### src/rtl/sclw_pkg.sv
`timescale 1ns/1ps
package sclw_pkg;
    localparam int VAL_W = 7;
    localparam int CFG_W = VAL_W + 1;
    localparam logic [CFG_W-1:0] CFG_RESET = 8'hFF;
    localparam logic [7:0] STATUS_BUS_ERR = 8'h90;
    localparam logic [7:0] STATUS_OK = 8'h00;

    typedef struct packed {
        logic [VAL_W-1:0] cnt;
        logic             err;
    } tmr_state_t;
endpackage

### src/rtl/sclw_sync.sv
`timescale 1ns/1ps
module sclw_sync #(
    parameter int STAGES = 2
) (
    input  logic clk,
    input  logic rst_n,
    input  logic scl_in,
    output logic scl_hi,
    output logic scl_edge
);
    localparam int PIPE_W = STAGES + 1;

    logic [PIPE_W-1:0] pipe_d, pipe_q;

    always_comb begin
        pipe_d = {pipe_q[PIPE_W-2:0], scl_in};
    end

    always_ff @(posedge clk or negedge rst_n) begin
        if (!rst_n) pipe_q <= '1;
        else        pipe_q <= pipe_d;
    end

    assign scl_hi   = pipe_q[STAGES-1];
    assign scl_edge = pipe_q[STAGES-1] ^ pipe_q[STAGES];
endmodule

### src/rtl/sclw_cfg.sv
`timescale 1ns/1ps
module sclw_cfg
    import sclw_pkg::*;
(
    input  logic             clk,
    input  logic             rst_n,
    input  logic             cfg_we,
    input  logic [CFG_W-1:0] cfg_wdata,
    output logic             cfg_en,
    output logic [VAL_W-1:0] cfg_val_next
);
    logic [CFG_W-1:0] cfg_d, cfg_q;

    always_comb begin
        cfg_d = cfg_we ? cfg_wdata : cfg_q;
    end

    always_ff @(posedge clk or negedge rst_n) begin
        if (!rst_n) cfg_q <= CFG_RESET;
        else        cfg_q <= cfg_d;
    end

    assign cfg_en       = cfg_q[CFG_W-1];
    assign cfg_val_next = cfg_d[VAL_W-1:0];
endmodule

### src/rtl/sclw_timer.sv
`timescale 1ns/1ps
module sclw_timer
    import sclw_pkg::*;
(
    input  logic             clk,
    input  logic             rst_n,
    input  logic             cfg_en,
    input  logic             cfg_we,
    input  logic [VAL_W-1:0] cfg_val_next,
    input  logic             scl_hi,
    input  logic             scl_edge,
    input  logic             tick,
    input  logic             active_mode,
    output logic             err
);
    tmr_state_t st_d, st_q;
    logic       run;

    always_comb begin
        st_d = st_q;
        run  = cfg_en && active_mode && !st_q.err;
        if (!st_q.err) begin
            if (!run || scl_edge || cfg_we) begin
                st_d.cnt = cfg_val_next;
            end else if (!scl_hi && tick) begin
                if (st_q.cnt == '0) st_d.err = 1'b1;
                else                st_d.cnt = st_q.cnt - 1'b1;
            end
        end
    end

    always_ff @(posedge clk or negedge rst_n) begin
        if (!rst_n) st_q <= '{cnt: '1, err: 1'b0};
        else        st_q <= st_d;
    end

    assign err = st_q.err;
endmodule

### src/rtl/scl_lowwatch.sv
`timescale 1ns/1ps
module scl_lowwatch
    import sclw_pkg::*;
#(
    parameter int SYNC_STAGES = 2
) (
    input  logic       clk,
    input  logic       rst_n,
    input  logic       cfg_we,
    input  logic [7:0] cfg_wdata,
    input  logic       scl_in,
    input  logic       tick,
    input  logic       master_mode,
    input  logic       start_req,
    output logic [7:0] err_status,
    output logic       irq,
    output logic       drv_release
);
    logic             scl_hi;
    logic             scl_edge;
    logic             cfg_en;
    logic [VAL_W-1:0] cfg_val_next;
    logic             err;

    sclw_sync #(.STAGES(SYNC_STAGES)) u_sync (
        .clk      (clk),
        .rst_n    (rst_n),
        .scl_in   (scl_in),
        .scl_hi   (scl_hi),
        .scl_edge (scl_edge)
    );

    sclw_cfg u_cfg (
        .clk          (clk),
        .rst_n        (rst_n),
        .cfg_we       (cfg_we),
        .cfg_wdata    (cfg_wdata),
        .cfg_en       (cfg_en),
        .cfg_val_next (cfg_val_next)
    );

    sclw_timer u_timer (
        .clk          (clk),
        .rst_n        (rst_n),
        .cfg_en       (cfg_en),
        .cfg_we       (cfg_we),
        .cfg_val_next (cfg_val_next),
        .scl_hi       (scl_hi),
        .scl_edge     (scl_edge),
        .tick         (tick),
        .active_mode  (master_mode | start_req),
        .err          (err)
    );

    assign err_status  = err ? STATUS_BUS_ERR : STATUS_OK;
    assign irq         = err;
    assign drv_release = err;
endmodule

### config.mk
export PLATFORM = sky130hd
export DESIGN_NAME = scl_lowwatch
export DESIGN_NICKNAME = d
export VERILOG_FILES = /design/src/rtl/sclw_pkg.sv /design/src/rtl/sclw_sync.sv /design/src/rtl/sclw_cfg.sv /design/src/rtl/sclw_timer.sv /design/src/rtl/scl_lowwatch.sv
export SDC_FILE = /design/constraint.sdc
export NUM_CORES = 1
export LEC_CHECK = 0
export ABC_AREA = 1
export BUFFER_PORTS_ARGS = -buffer_cell sky130_fd_sc_hd__buf_2
export CAP_MARGIN = 10
export CORE_MARGIN = 10
export CORE_UTILIZATION = 37
export DETAILED_ROUTE_END_ITERATION = 8
export PLACE_DENSITY = 0.65
export SKIP_CTS_REPAIR_TIMING = 1
export SLEW_MARGIN = 20
export SYNTH_ARGS = -nofsm -noshare
export SYNTH_HDL_FRONTEND = slang
export SYNTH_SLANG_ARGS = --single-unit
### constraint.sdc
create_clock -name clk -period 1.7 [get_ports clk]
set_input_delay 0.34 -clock clk [delete_from_list [all_inputs] [get_ports clk]]
set_output_delay 0.34 -clock clk [all_outputs]
set_load 0.01 [all_outputs]
After elaboration in Yosys (flattened, before gate mapping)
Index checks and enable logic that the tools add are counted.

$add $sub $neg: 1. Equal/unequal tests: 1. Mux-type cells: 8. Bitwise logic cells: 3. Reductions and logical operators: 11.

Operator list (count): $mux W7 (3); $mux W8 (2); $logic_not A7 Y1 (1); $sub A7 B1 Y7 const B (1); $logic_and A1 B1 Y1 (3); $logic_not A1 Y1 (3); $mux W1 (3); $reduce_and A3 Y1 (1); $logic_or A1 B1 Y1 (2); $ne A2 B1 Y1 const B (1); $reduce_bool A2 Y1 (1); $not A1 Y1 (1); $or A1 B1 Y1 (1); $xor A1 B1 Y1 (1).

Register bits: 19. Input bits: 15. Word-level logic and storage cells: 29.

Longest topological paths before layout
Word-level depth: 8. Gate-level depth with buffers: 10.

Hierarchy
From an unflattened synthesis, not the netlist that was laid out.

Cells, all modules: 143. Area total of the unflattened synthesis: 1096.1 µm².

Modules (own cells, without submodules): sclw_timer (instances 1, cells an instance 88, area an instance 600.6 µm²); sclw_cfg (instances 1, cells an instance 34, area an instance 315.3 µm²); sclw_sync (instances 1, cells an instance 8, area an instance 97.6 µm²); scl_lowwatch (instances 1, cells an instance 13, area an instance 82.6 µm²).

Worst setup path before layout
No wires, ideal clock.

Path kind: flip-flop to flip-flop. Start point: register u_timer.st_q[1] in the netlist's numbering. End point: register u_timer.st_q[6] in the netlist's numbering. Arrival time: 1298 ps. Data required time: 1624 ps. Slack: 326 ps. Stages on the path, launching flop included: 9. Cells stage by stage: dfstp_2 -> inv_1 -> ha_1 -> nand4_1 -> inv_1 -> nand2_2 -> nand3_2 -> nand2_1 -> nand2_1.

Word-level cells in the longest chain between the ends: 4. Elaborated cells on any way between the ends: 7.

RTL lines: from (decl) (line sclw_timer.sv:16) `tmr_state_t st_d, st_q;`; from (signal assigned) (line sclw_timer.sv:33) `if (!rst_n) st_q <= '{cnt: '1, err: 1'b0};`; from (signal assigned) (line sclw_timer.sv:34) `else st_q <= st_d;`; $sub A7 B1 Y7 (line sclw_timer.sv:27) `else st_d.cnt = st_q.cnt - 1'b1;`; $mux W7 (line sclw_timer.sv:26) `if (st_q.cnt == '0) st_d.err = 1'b1;`; $mux W8 (line sclw_timer.sv:25) `end else if (!scl_hi && tick) begin`; $mux W7 (line sclw_timer.sv:23) `if (!run || scl_edge || cfg_we) begin`.

Parallel ways exist; a longest one is shown, timed or not. The select of a mux whose other input is x is not followed. A chain may end at the register's enable or synchronous reset.

Worst setup path in the final report
Start point: register u_timer.st_q[1] in the netlist's numbering. End point: register u_timer.st_q[3] in the netlist's numbering.

The elaborated chain is that of the path after synthesis.

==> impl_metrics.ini <==
[status]
run_status = finished clean

[floorplanning]
core_area_sq_um = 3030
start_util_pct = 38.6
pin_count = 25
std_cell_rows = 20
die_w_um = 76.2
die-area_sq_um = 5810
die_h_um = 76.2

[worst_setup_path]
crit_type = reg2reg
cp_slowest_stage_delay_ns = 0.54
reg2reg_from = u_timer.st_q[1]
crit_path_cell_trace = inv_1, ha_1, nand4_1, inv_1, nand2_2, nand3_2, nand2_1, nand2_1
cpMaxStageDelayCell = dfstp_2
end_kind = flop
required_ns = 1.94
cp-startpoint = u_timer.st_q[1]
crit_path_start_kind = flop
crit_buf_inv = 2
arrival_ns = 1.78
crit_fanout = 6
critPathTopFamily = flip-flops

[logic_synthesis]
synth_top_family_by_area = simple AND/OR/NAND/NOR gates
synth_compound_area_share_pct = 2.14
synth_cells = 153
yosysWarnings = 0
syn_area_per_cell_sq_um = 7.65
ys_ff_latch = 19
synth.area.mux_share_pct = 0
synth-simple-area-share_pct = 40.2
synth_seq_area_share_pct = 42.6
synth_xor_area_share_pct = 0.749
synth_cell_types = 23
syn_area_sq_um = 1170
synth-adder-area-share_pct = 1.07

[layout]
area_growth_pct = 10.2
multi_input_area_sq_um = 539
diodes = 0
finalNetCount = 188
utilization_pct = 42.6
drive_gt1_share_pct = 35.7
final_area_sq_um = 1290
seq_area_sq_um = 498
fillers = 310

[place]
detailed_place_hpwl_mm = 1.79
place_area_sq_um = 1250
gp_congestion = 0.879
post-place-ws_ns = 0.175
portBuffers = 18

[flow_run]
drv_cap = 0

[power]
ir_worst_vdd_mv = 0.370
powerDensity_nw_per_um2 = 645
leakagePower_nw = 0.639

[cts]
clock_latency_ns = 0.30
cts_num_sinks = 19
cts_tree = done
cts_buffers = 3
h-tree-depth = 1
cts_root_buffer = clkbuf_4
path_clk_slew_ns = 0.11
clock_path_buffers = 2

[global_routing]
grt_max_degree = 20
antenna_found_initial = 0
grt_util_all_layers_pct = 7.87
grt_remaining_overflow = 0
grt_pass1_vias = 907
grt_pass1_wl_mm = 3.93

[route]
vias = 918
wl_per_cell_um = 10.3
drt_iter0_drc = 19
ant_nets = 0
dr.pass1.iters = 4
viasPerCell = 4.27
drc = 0
wirelength_mm = 2.21

[sta]
clock_skew_ns = 0.00258
setup_tns_ns = 0
fin_crit_sh_pct = 90.8
setup_slack_ns = 0.156
finalSetupViolations = 0
fin_crit_ns = 1.54
slew_violations = 0
fmax_mhz = 648
rsz0062_at_grt = false
hold_viol_final = 0
hold_ws_ns = 0.124

[hold_path]
hp-start = scl_in
hp-class = in2reg
## final timing paths
kind | cells past startpoint | slack [ns] | to
setup / recovery | 8 | 0.16 | u_timer.st_q[3]
max in group asynchronous | 2 | 0.88 | u_timer.st_q[3]
hold / removal | 1 | 0.12 | u_sync.pipe_q[0]
min in group asynchronous | 2 | 0.49 | u_timer.err
hold reg to reg | 0 | 0.36 | u_sync.pipe_q[1]
setup reg to reg | 8 | 0.16 | u_timer.st_q[3]
## area by class of cell
type	instances	share of cell area, %
Clock inverter	1	0.388
Multi-Input combinational cell	112	41.8
Inverter	16	4.76
Clock buffer	3	1.75
Timing Repair Buffer	20	8.35
Sequential cell	19	38.6
Tap cell	44	4.27
## layout by cell type, fill, tap and decap left out, types with 4 or more instances in the layout
cell,instances
inv_1,11
nand3_1,5
nor2_1,5
nand2_1,71
nor2_4,4
nand2_2,5
inv_2,4
conb_1,6
buf_2,18
o21ai_1,4
dfstp_2,18
## Yosys cell counts (all sizes together)
master   n  area [sq um]
nor2    10          70.1
nand3    9          72.6
nand3b   1          7.51
xor2     1          8.76
nand2   76           298
o21ai    5          25.0
nor3     1          10.0
buf     11          90.1
ha       1          12.5
inv     15          56.3
clkinv   1          5.00
conb     1          3.75
dfrtp    1          25.0
nand4    2          12.5
dfstp   18           473
## report_power, final
part           switching (W)  leakage [nW]  internal (W)
Clock               0.000146        0.0177     0.0000876
Sequential        0.00000895         0.196      0.000489
Combinational      0.0000650         0.425     0.0000351
## metrics by stage
step	power, W	cells
2_1_floorplan	0.000577	158
6_report	0.000831	215
5_1_grt	0.000890	215
4_1_cts	0.000842	214
3_5_place_dp	0.000604	210
3_3_place_gp	0.000600	210
## per-layer routing
metal,vias to the layer above,part of all wire [%],global-route usage [%]
met5,-,0,0
met4,0,1.2,4.28
met3,4,4.7,1.89
met2,19,48,12.6
met1,409,46,9.45
li1,486,-,-
## state kept, by name, summed over array words and instances (netlist names)
| name | flops |
|---|---|
| u_sync.pipe_q | 3 |
| u_timer.err | 1 |
| u_timer.st_q | 7 |
| u_cfg.cfg_q | 8 |
## cells by family (layout without fill, tap and decap cells)
group                    Yosys count  count (layout)
other                              1               6
AND/OR/NAND/NOR                   99              99
adder cells (fa/ha/maj)            1               1
flip-flops                        19              19
AO/OA/AOI/OAI                      5               5
XOR/XNOR                           1               1
buffers and inverters             27              40
(Power assumes the default switching activity.)
